==> src/rtl/page_layout_pkg.sv <==
package page_layout_pkg;

    typedef enum logic [1:0] {
        SLOT_DATA   = 2'd0,
        SLOT_META   = 2'd1,
        SLOT_PARITY = 2'd2,
        SLOT_MARK   = 2'd3
    } slot_kind_e;

    typedef enum logic [2:0] {
        ST_IDLE,
        ST_META,
        ST_DATA,
        ST_PARITY,
        ST_MARK
    } seq_state_e;

endpackage

==> src/rtl/page_parity_len.sv <==
module page_parity_len #(
    parameter int STR_W = 6,
    parameter int PAR_W = STR_W + 1
) (
    input  logic [STR_W-1:0] strength,
    output logic [PAR_W-1:0] par_len
);
    localparam int PROD_W = STR_W + 4;
    localparam int BITS_PER_SYM = 15;

    logic [PROD_W-1:0] bits_total;

    // ceil(strength * 15 / 8)
    always_comb begin
        bits_total = PROD_W'(strength) * PROD_W'(BITS_PER_SYM) + PROD_W'(7);
        par_len    = bits_total[PAR_W+2:3];
    end
endmodule

==> src/rtl/page_cfg_latch.sv <==
module page_cfg_latch #(
    parameter int IDX_W  = 16,
    parameter int PKT_W  = 12,
    parameter int PAR_W  = 7,
    parameter int STEP_W = 5,
    parameter int META_W = 4,
    parameter int MARK_W = 4
) (
    input  logic              clk,
    input  logic              rst_n,
    input  logic              load,
    input  logic              wr_in,
    input  logic [PKT_W-1:0]  pkt_in,
    input  logic [PAR_W-1:0]  par_in,
    input  logic [STEP_W-1:0] steps_in,
    input  logic [META_W-1:0] meta_in,
    input  logic [IDX_W-1:0]  moff_in,
    input  logic [MARK_W-1:0] msz_in,
    output logic              wr_q,
    output logic [PKT_W-1:0]  pkt_q,
    output logic [PAR_W-1:0]  par_q,
    output logic [STEP_W-1:0] steps_q,
    output logic [META_W-1:0] meta_q,
    output logic [IDX_W-1:0]  moff_q,
    output logic [MARK_W-1:0] msz_q
);
    typedef struct packed {
        logic              wr;
        logic [PKT_W-1:0]  pkt;
        logic [PAR_W-1:0]  par;
        logic [STEP_W-1:0] steps;
        logic [META_W-1:0] meta;
        logic [IDX_W-1:0]  moff;
        logic [MARK_W-1:0] msz;
    } cfg_t;

    cfg_t cfg_d, cfg_q;

    always_comb begin
        cfg_d = cfg_q;
        if (load) begin
            cfg_d.wr    = wr_in;
            cfg_d.pkt   = pkt_in;
            cfg_d.par   = par_in;
            cfg_d.steps = steps_in;
            cfg_d.meta  = meta_in;
            cfg_d.moff  = moff_in;
            cfg_d.msz   = msz_in;
        end
    end

    always_ff @(posedge clk or negedge rst_n) begin
        if (!rst_n) cfg_q <= '0;
        else        cfg_q <= cfg_d;
    end

    assign wr_q    = cfg_q.wr;
    assign pkt_q   = cfg_q.pkt;
    assign par_q   = cfg_q.par;
    assign steps_q = cfg_q.steps;
    assign meta_q  = cfg_q.meta;
    assign moff_q  = cfg_q.moff;
    assign msz_q   = cfg_q.msz;
endmodule

==> src/rtl/page_layout_fsm.sv <==
module page_layout_fsm
    import page_layout_pkg::*;
#(
    parameter int IDX_W  = 16,
    parameter int PKT_W  = 12,
    parameter int PAR_W  = 7,
    parameter int STEP_W = 5,
    parameter int META_W = 4,
    parameter int MARK_W = 4
) (
    input  logic              clk,
    input  logic              rst_n,
    input  logic              start,
    input  logic [MARK_W-1:0] msz_in,
    input  logic [PKT_W-1:0]  pkt_q,
    input  logic [PAR_W-1:0]  par_q,
    input  logic [STEP_W-1:0] steps_q,
    input  logic [META_W-1:0] meta_q,
    input  logic [IDX_W-1:0]  moff_q,
    input  logic [MARK_W-1:0] msz_q,
    output logic              accept,
    output seq_state_e        state,
    output logic [MARK_W-1:0] mark_cnt,
    output logic [STEP_W-1:0] pkt_num,
    output logic [IDX_W-1:0]  phys_pos,
    output logic [IDX_W-1:0]  data_pos,
    output logic [IDX_W-1:0]  spare_pos,
    output logic              done_pulse
);
    localparam int CNT_A = (PKT_W > PAR_W) ? PKT_W : PAR_W;
    localparam int CNT_W = (CNT_A > META_W) ? CNT_A : META_W;

    typedef struct packed {
        seq_state_e        st;
        logic [CNT_W-1:0]  cnt;
        logic [MARK_W-1:0] mcnt;
        logic [STEP_W-1:0] pkt;
        logic [IDX_W-1:0]  phys;
        logic [IDX_W-1:0]  data;
        logic [IDX_W-1:0]  spare;
        logic              mark_done;
        logic              done;
    } seq_t;

    seq_t s_d, s_q;

    logic cnt_meta_end, cnt_pkt_end, cnt_par_end, last_pkt, mark_hit, mcnt_end;

    always_comb begin
        cnt_meta_end = (s_q.cnt == CNT_W'(meta_q) - CNT_W'(1));
        cnt_pkt_end  = (s_q.cnt == CNT_W'(pkt_q) - CNT_W'(1));
        cnt_par_end  = (s_q.cnt == CNT_W'(par_q) - CNT_W'(1));
        last_pkt     = (s_q.pkt == steps_q - STEP_W'(1));
        mark_hit     = last_pkt && !s_q.mark_done
                       && (s_q.phys + IDX_W'(1) == moff_q);
        mcnt_end     = (s_q.mcnt == msz_q - MARK_W'(1));
        accept       = start && (s_q.st == ST_IDLE);

        s_d      = s_q;
        s_d.done = 1'b0;
        case (s_q.st)
            ST_IDLE: begin
                if (start) begin
                    s_d.st        = ST_META;
                    s_d.cnt       = '0;
                    s_d.mcnt      = '0;
                    s_d.pkt       = '0;
                    s_d.phys      = '0;
                    s_d.data      = '0;
                    s_d.spare     = IDX_W'(msz_in);
                    s_d.mark_done = 1'b0;
                end
            end
            ST_META: begin
                s_d.phys  = s_q.phys + IDX_W'(1);
                s_d.spare = s_q.spare + IDX_W'(1);
                if (cnt_meta_end) begin
                    s_d.st  = ST_DATA;
                    s_d.cnt = '0;
                end else begin
                    s_d.cnt = s_q.cnt + CNT_W'(1);
                end
            end
            ST_DATA: begin
                s_d.phys = s_q.phys + IDX_W'(1);
                s_d.data = s_q.data + IDX_W'(1);
                if (mark_hit) begin
                    s_d.st   = ST_MARK;
                    s_d.mcnt = '0;
                end else if (cnt_pkt_end) begin
                    s_d.st  = ST_PARITY;
                    s_d.cnt = '0;
                end else begin
                    s_d.cnt = s_q.cnt + CNT_W'(1);
                end
            end
            ST_MARK: begin
                s_d.phys = s_q.phys + IDX_W'(1);
                if (mcnt_end) begin
                    s_d.mark_done = 1'b1;
                    if (cnt_pkt_end) begin
                        s_d.st  = ST_PARITY;
                        s_d.cnt = '0;
                    end else begin
                        s_d.st  = ST_DATA;
                        s_d.cnt = s_q.cnt + CNT_W'(1);
                    end
                end else begin
                    s_d.mcnt = s_q.mcnt + MARK_W'(1);
                end
            end
            ST_PARITY: begin
                s_d.phys  = s_q.phys + IDX_W'(1);
                s_d.spare = s_q.spare + IDX_W'(1);
                if (cnt_par_end) begin
                    s_d.cnt = '0;
                    if (last_pkt) begin
                        s_d.st   = ST_IDLE;
                        s_d.done = 1'b1;
                    end else begin
                        s_d.st  = ST_DATA;
                        s_d.pkt = s_q.pkt + STEP_W'(1);
                    end
                end else begin
                    s_d.cnt = s_q.cnt + CNT_W'(1);
                end
            end
            default: s_d.st = ST_IDLE;
        endcase
    end

    always_ff @(posedge clk or negedge rst_n) begin
        if (!rst_n) begin
            s_q    <= '0;
            s_q.st <= ST_IDLE;
        end else begin
            s_q <= s_d;
        end
    end

    assign state      = s_q.st;
    assign mark_cnt   = s_q.mcnt;
    assign pkt_num    = s_q.pkt;
    assign phys_pos   = s_q.phys;
    assign data_pos   = s_q.data;
    assign spare_pos  = s_q.spare;
    assign done_pulse = s_q.done;
endmodule

==> src/rtl/page_layout_seq.sv <==
module page_layout_seq
    import page_layout_pkg::*;
#(
    parameter int IDX_W  = 16,
    parameter int PKT_W  = 12,
    parameter int STR_W  = 6,
    parameter int STEP_W = 5,
    parameter int META_W = 4,
    parameter int MARK_W = 4
) (
    input  logic              clk,
    input  logic              rst_n,
    input  logic              start,
    input  logic              write_mode,
    input  logic [PKT_W-1:0]  pkt_size,
    input  logic [STR_W-1:0]  ecc_strength,
    input  logic [STEP_W-1:0] step_count,
    input  logic [META_W-1:0] meta_size,
    input  logic [IDX_W-1:0]  mark_offset,
    input  logic [MARK_W-1:0] mark_size,
    output logic              slot_valid,
    output logic [1:0]        slot_kind,
    output logic [IDX_W-1:0]  phys_idx,
    output logic [IDX_W-1:0]  data_idx,
    output logic [IDX_W-1:0]  spare_idx,
    output logic [STEP_W-1:0] pkt_idx,
    output logic              fill_ones,
    output logic              done
);
    localparam int PAR_W = STR_W + 1;

    logic [PAR_W-1:0]  par_len;
    logic              accept;
    logic              wr_q;
    logic [PKT_W-1:0]  pkt_q;
    logic [PAR_W-1:0]  par_q;
    logic [STEP_W-1:0] steps_q;
    logic [META_W-1:0] meta_q;
    logic [IDX_W-1:0]  moff_q;
    logic [MARK_W-1:0] msz_q;
    seq_state_e        state;
    logic [MARK_W-1:0] mark_cnt;
    logic [STEP_W-1:0] pkt_num;
    logic [IDX_W-1:0]  phys_pos, data_pos, spare_pos;

    page_parity_len #(.STR_W(STR_W), .PAR_W(PAR_W)) u_par (
        .strength (ecc_strength),
        .par_len  (par_len)
    );

    page_cfg_latch #(
        .IDX_W(IDX_W), .PKT_W(PKT_W), .PAR_W(PAR_W),
        .STEP_W(STEP_W), .META_W(META_W), .MARK_W(MARK_W)
    ) u_cfg (
        .clk      (clk),
        .rst_n    (rst_n),
        .load     (accept),
        .wr_in    (write_mode),
        .pkt_in   (pkt_size),
        .par_in   (par_len),
        .steps_in (step_count),
        .meta_in  (meta_size),
        .moff_in  (mark_offset),
        .msz_in   (mark_size),
        .wr_q     (wr_q),
        .pkt_q    (pkt_q),
        .par_q    (par_q),
        .steps_q  (steps_q),
        .meta_q   (meta_q),
        .moff_q   (moff_q),
        .msz_q    (msz_q)
    );

    page_layout_fsm #(
        .IDX_W(IDX_W), .PKT_W(PKT_W), .PAR_W(PAR_W),
        .STEP_W(STEP_W), .META_W(META_W), .MARK_W(MARK_W)
    ) u_fsm (
        .clk        (clk),
        .rst_n      (rst_n),
        .start      (start),
        .msz_in     (mark_size),
        .pkt_q      (pkt_q),
        .par_q      (par_q),
        .steps_q    (steps_q),
        .meta_q     (meta_q),
        .moff_q     (moff_q),
        .msz_q      (msz_q),
        .accept     (accept),
        .state      (state),
        .mark_cnt   (mark_cnt),
        .pkt_num    (pkt_num),
        .phys_pos   (phys_pos),
        .data_pos   (data_pos),
        .spare_pos  (spare_pos),
        .done_pulse (done)
    );

    always_comb begin
        slot_valid = (state != ST_IDLE);
        slot_kind  = SLOT_DATA;
        data_idx   = '0;
        spare_idx  = '0;
        case (state)
            ST_META: begin
                slot_kind = SLOT_META;
                spare_idx = spare_pos;
            end
            ST_DATA: begin
                slot_kind = SLOT_DATA;
                data_idx  = data_pos;
            end
            ST_PARITY: begin
                slot_kind = SLOT_PARITY;
                spare_idx = spare_pos;
            end
            ST_MARK: begin
                slot_kind = SLOT_MARK;
                spare_idx = IDX_W'(mark_cnt);
            end
            default: slot_kind = SLOT_DATA;
        endcase
        phys_idx  = slot_valid ? phys_pos : '0;
        pkt_idx   = slot_valid ? pkt_num : '0;
        fill_ones = (state == ST_META) && wr_q;
    end
endmodule

==> config.mk <==
export PLATFORM = sky130hd
export DESIGN_NAME = page_layout_seq
export DESIGN_NICKNAME = d
export VERILOG_FILES = /design/src/rtl/page_layout_pkg.sv /design/src/rtl/page_parity_len.sv /design/src/rtl/page_cfg_latch.sv /design/src/rtl/page_layout_fsm.sv /design/src/rtl/page_layout_seq.sv
export SDC_FILE = /design/constraint.sdc
export NUM_CORES = 1
export LEC_CHECK = 0
export ABC_AREA = 1
export BUFFER_PORTS_ARGS = -buffer_cell sky130_fd_sc_hd__buf_2
export CAP_MARGIN = 20
export CORE_ASPECT_RATIO = 1.5
export CORE_UTILIZATION = 45
export CTS_CLUSTER_DIAMETER = 50
export CTS_CLUSTER_SIZE = 20
export DETAILED_ROUTE_END_ITERATION = 8
export GPL_ROUTABILITY_DRIVEN = 0
export PLACE_DENSITY = 0.65
export SYNTH_ARGS = -nofsm -noshare
export SYNTH_HDL_FRONTEND = slang
export SYNTH_SLANG_ARGS = --single-unit
export TNS_END_PERCENT = 10
==> constraint.sdc <==
create_clock -name clk -period 2.3 [get_ports clk]
set_input_delay 0.46 -clock clk [delete_from_list [all_inputs] [get_ports clk]]
set_output_delay 0.46 -clock clk [all_outputs]
set_load 0.1 [all_outputs]
==> impl_metrics.yaml <==
layout:
  layout_commonest_cell: "nand2_1"
  nFillCells: 1731
  drive_gt1_frac: 0.236
  multi_input_area_sq_mm: 0.00496
  final_area_sq_mm: 0.0113
  nets: 1481
  diodes: 0
  areaGrowthSynthToFinish_pct: 33.2
  final_cell_mix: "nand2_1, inv_1, dfrtp_1"
  ff_latch_area_sq_mm: 0.00308
worst_setup_path:
  worst-path-max-fanout: 4
  start_kind: "input port"
  r2r-start: "u_cfg.par_q[0]$_DFFE_PN0P_"
  cp-startpoint: "ecc_strength[1]"
  criticalPathCategory: "input port to flop"
  endpoint_kind: "flop"
  cp.required_ps: 2620
  arrival_ps: 3060
timing:
  setup-tns-final_ps: -1820
  final-setup-viol-count: 5
  clock_skew_ps: 11.1
  tightestPinTransition_ps: 609
  maxSlewHeadroom: 0.593
  setup_ws_ps: -444
  period_needed_ps: 2740
  rsz0062_at_grt: "true"
  whs_ps: -3.43
  drv_slew: 0
  hold_viol: 2
  clock.fmax_mhz: 364
  fin_crit_sh: 1.19
drt:
  dr.pass1.iters: 5
  vias: 8343
  wl_met2_mm: 11.8
  drtIter0Drc: 393
  m1WireLength_mm: 9.14
  drt_wl_total_mm: 22.5
  viasPerCell: 5.04
  highest_layer: "met4"
  wl_per_cell_microns: 13.6
  drc: 0
  postRouteAntennaNets: 0
  wl_met3_microns: 829
power:
  power_density_mw_per_mm2: 1230
  power_mw: 13.8
  leakage_nw: 5.45
  ir_worst_vdd_mv: 0.606
yosys:
  syn_area_per_cell_sq_um: 6.91
  postSynthCellCount: 1228
  synth_nets: 1318
  yosys.cell_types.count: 45
  yosys.area.top_type: "dfrtp_1"
  synth_ff_type: "dfrtp_1"
  synth_edf_count: 0
  yosys.area.top_type_share: 0.363
  synth_area_leaders: "dfrtp_1, nand2_1, inv_1"
  ys_ff_latch: 123
  yosysSeqAreaShare: 0.363
  syn_area_sq_mm: 0.00849
  ys_warn_count: 0
  synthArstFlopShare: 1.00
die:
  die_h_microns: 170
  core_area_sq_mm: 0.0185
  ios: 109
  die-area_sq_mm: 0.0194
  rows: 61
  die_w_microns: 114
  start_util: 0.459
worst_hold_path:
  hp-class: "input port to asynchronous set/reset pin"
grt:
  grt_max_degree: 64
  globalRouteTotalUtil: 0.246
  grt_pass1_wl_mm: 37.8
  antenna_found_initial: 0
  grt_overflow_total: 0
  grt_pass1_vias: 8263
placement:
  io_buffers: 108
  hpwl_mm: 17.1
  dpl_worst_slack_ps: -939
  place_area_sq_mm: 0.0103
clock_tree:
  cts_sinks: 123
  hold_buffers: 0
  cts_tree: "built"
  cts_buffers: 17
  worstSkewPairLatency_ps: 430
  path_clk_slew_ps: 60
  clockRootBuffer: "clkbuf_16"
  clk_path_buf_depth: 2
  htreeDepth: 4
outcome:
  status: "finished with violations"
  violations: "hold timing, setup timing"
run:
  max_cap_violations: 0
## state kept, by name, summed over array words and instances (netlist names), 3 cells and up
signal	flops
u_fsm.pkt_num	5
u_cfg.meta_q	4
u_fsm.mark_cnt	4
u_fsm.state	3
u_fsm.spare_pos	16
u_fsm.data_pos	16
u_cfg.par_q	7
u_cfg.pkt_q	12
u_fsm.phys_pos	16
u_fsm.s_q	13
u_cfg.steps_q	5
u_cfg.moff_q	16
u_cfg.msz_q	4
## cell families after synthesis
logic type      after synthesis  synth area share
compound gates              151             0.100
xor+xnor                     34            0.0351
fa+ha+maj                    39            0.0637
buf+inv                     200            0.0941
flops                       123             0.363
simple gates                681             0.344
## cell type report
type / instances / share of cell area
Clock buffer: 18 / 0.0389
Inverter: 170 / 0.0569
Sequential cell: 123 / 0.272
Tap cell: 252 / 0.0279
Timing Repair Buffer: 174 / 0.148
Clock inverter: 14 / 0.0162
Multi-Input combinational cell: 905 / 0.439
## Yosys cell counts, types with 2 or more instances
library cell / instances
fa_1: 7
nor2_2: 4
nand2_1: 358
o21ai_2: 8
nand3_2: 2
clkbuf_1: 13
a31oi_1: 2
o21ai_1: 12
xnor2_1: 11
nand4_1: 17
nor3_1: 20
inv_1: 165
a21oi_1: 19
buf_2: 12
o22ai_1: 24
nand3_1: 83
nor3b_1: 3
inv_2: 5
dfrtp_1: 123
nand3b_1: 8
xor2_1: 23
nor2_4: 6
o211ai_1: 3
nand2_2: 15
nor2_1: 154
or2_2: 6
o21ai_0: 76
ha_1: 32
## report_power, final
group	internal [mW]	switching, mW
registers	2.84	0.549
logic	2.71	4.89
clock network	1.76	1.10
## routing by layer
layer,vias up,GRT usage
li1,4228,-
met1,3873,0.275
met4,0,0.111
met2,192,0.448
met3,50,0.0449
met5,-,0
## through the flow
step | instances | utilization | hold slack (ps)
CTS | 1650 | 0.596 | 12.0
floorplan | 1228 | - | 164
global placement | 1616 | 0.557 | 468
detailed placement | 1616 | 0.557 | 469
global route | 1656 | 0.612 | 27.7
finish | 1656 | 0.612 | -3.43
## what timing repair did
item                       CTS  global route
pin swaps                   13            25
buffers inserted             2             6
hold endpoints to repair     0             0
setup endpoints to repair   24            70
resized for setup           30            68
## critical path, stage by stage
cell and delay [ps]:
buf_8 80, inv_4 30, fa_1 540, inv_2 50
fa_1 550, ha_4 220, ha_4 250, nand2_2 70
nand3_2 90, nand2_2 90, nand2_2 80, a21oi_4 150
nor2_4 50, o21ai_2 120, nand3b_1 100, nand3_2 80
o21ai_2 50
## final timing paths
check                           cells past startpoint  slack (ps)                               to
worst min register to register                      1         500  u_fsm.spare_pos[13]$_DFFE_PN0P_
worst max-delay path                               17        -440       u_cfg.par_q[6]$_DFFE_PN0P_
min in group clk                                    3         230      u_cfg.moff_q[0]$_DFFE_PN0P_
worst min-delay path                                1          -3       u_cfg.pkt_q[8]$_DFFE_PN0P_
worst max register to register                     17         100       u_fsm.state[1]$_DFFE_PN0P_
max in group asynchronous                           2        1550       u_cfg.par_q[4]$_DFFE_PN0P_
Power figures use the tool's default switching activity.
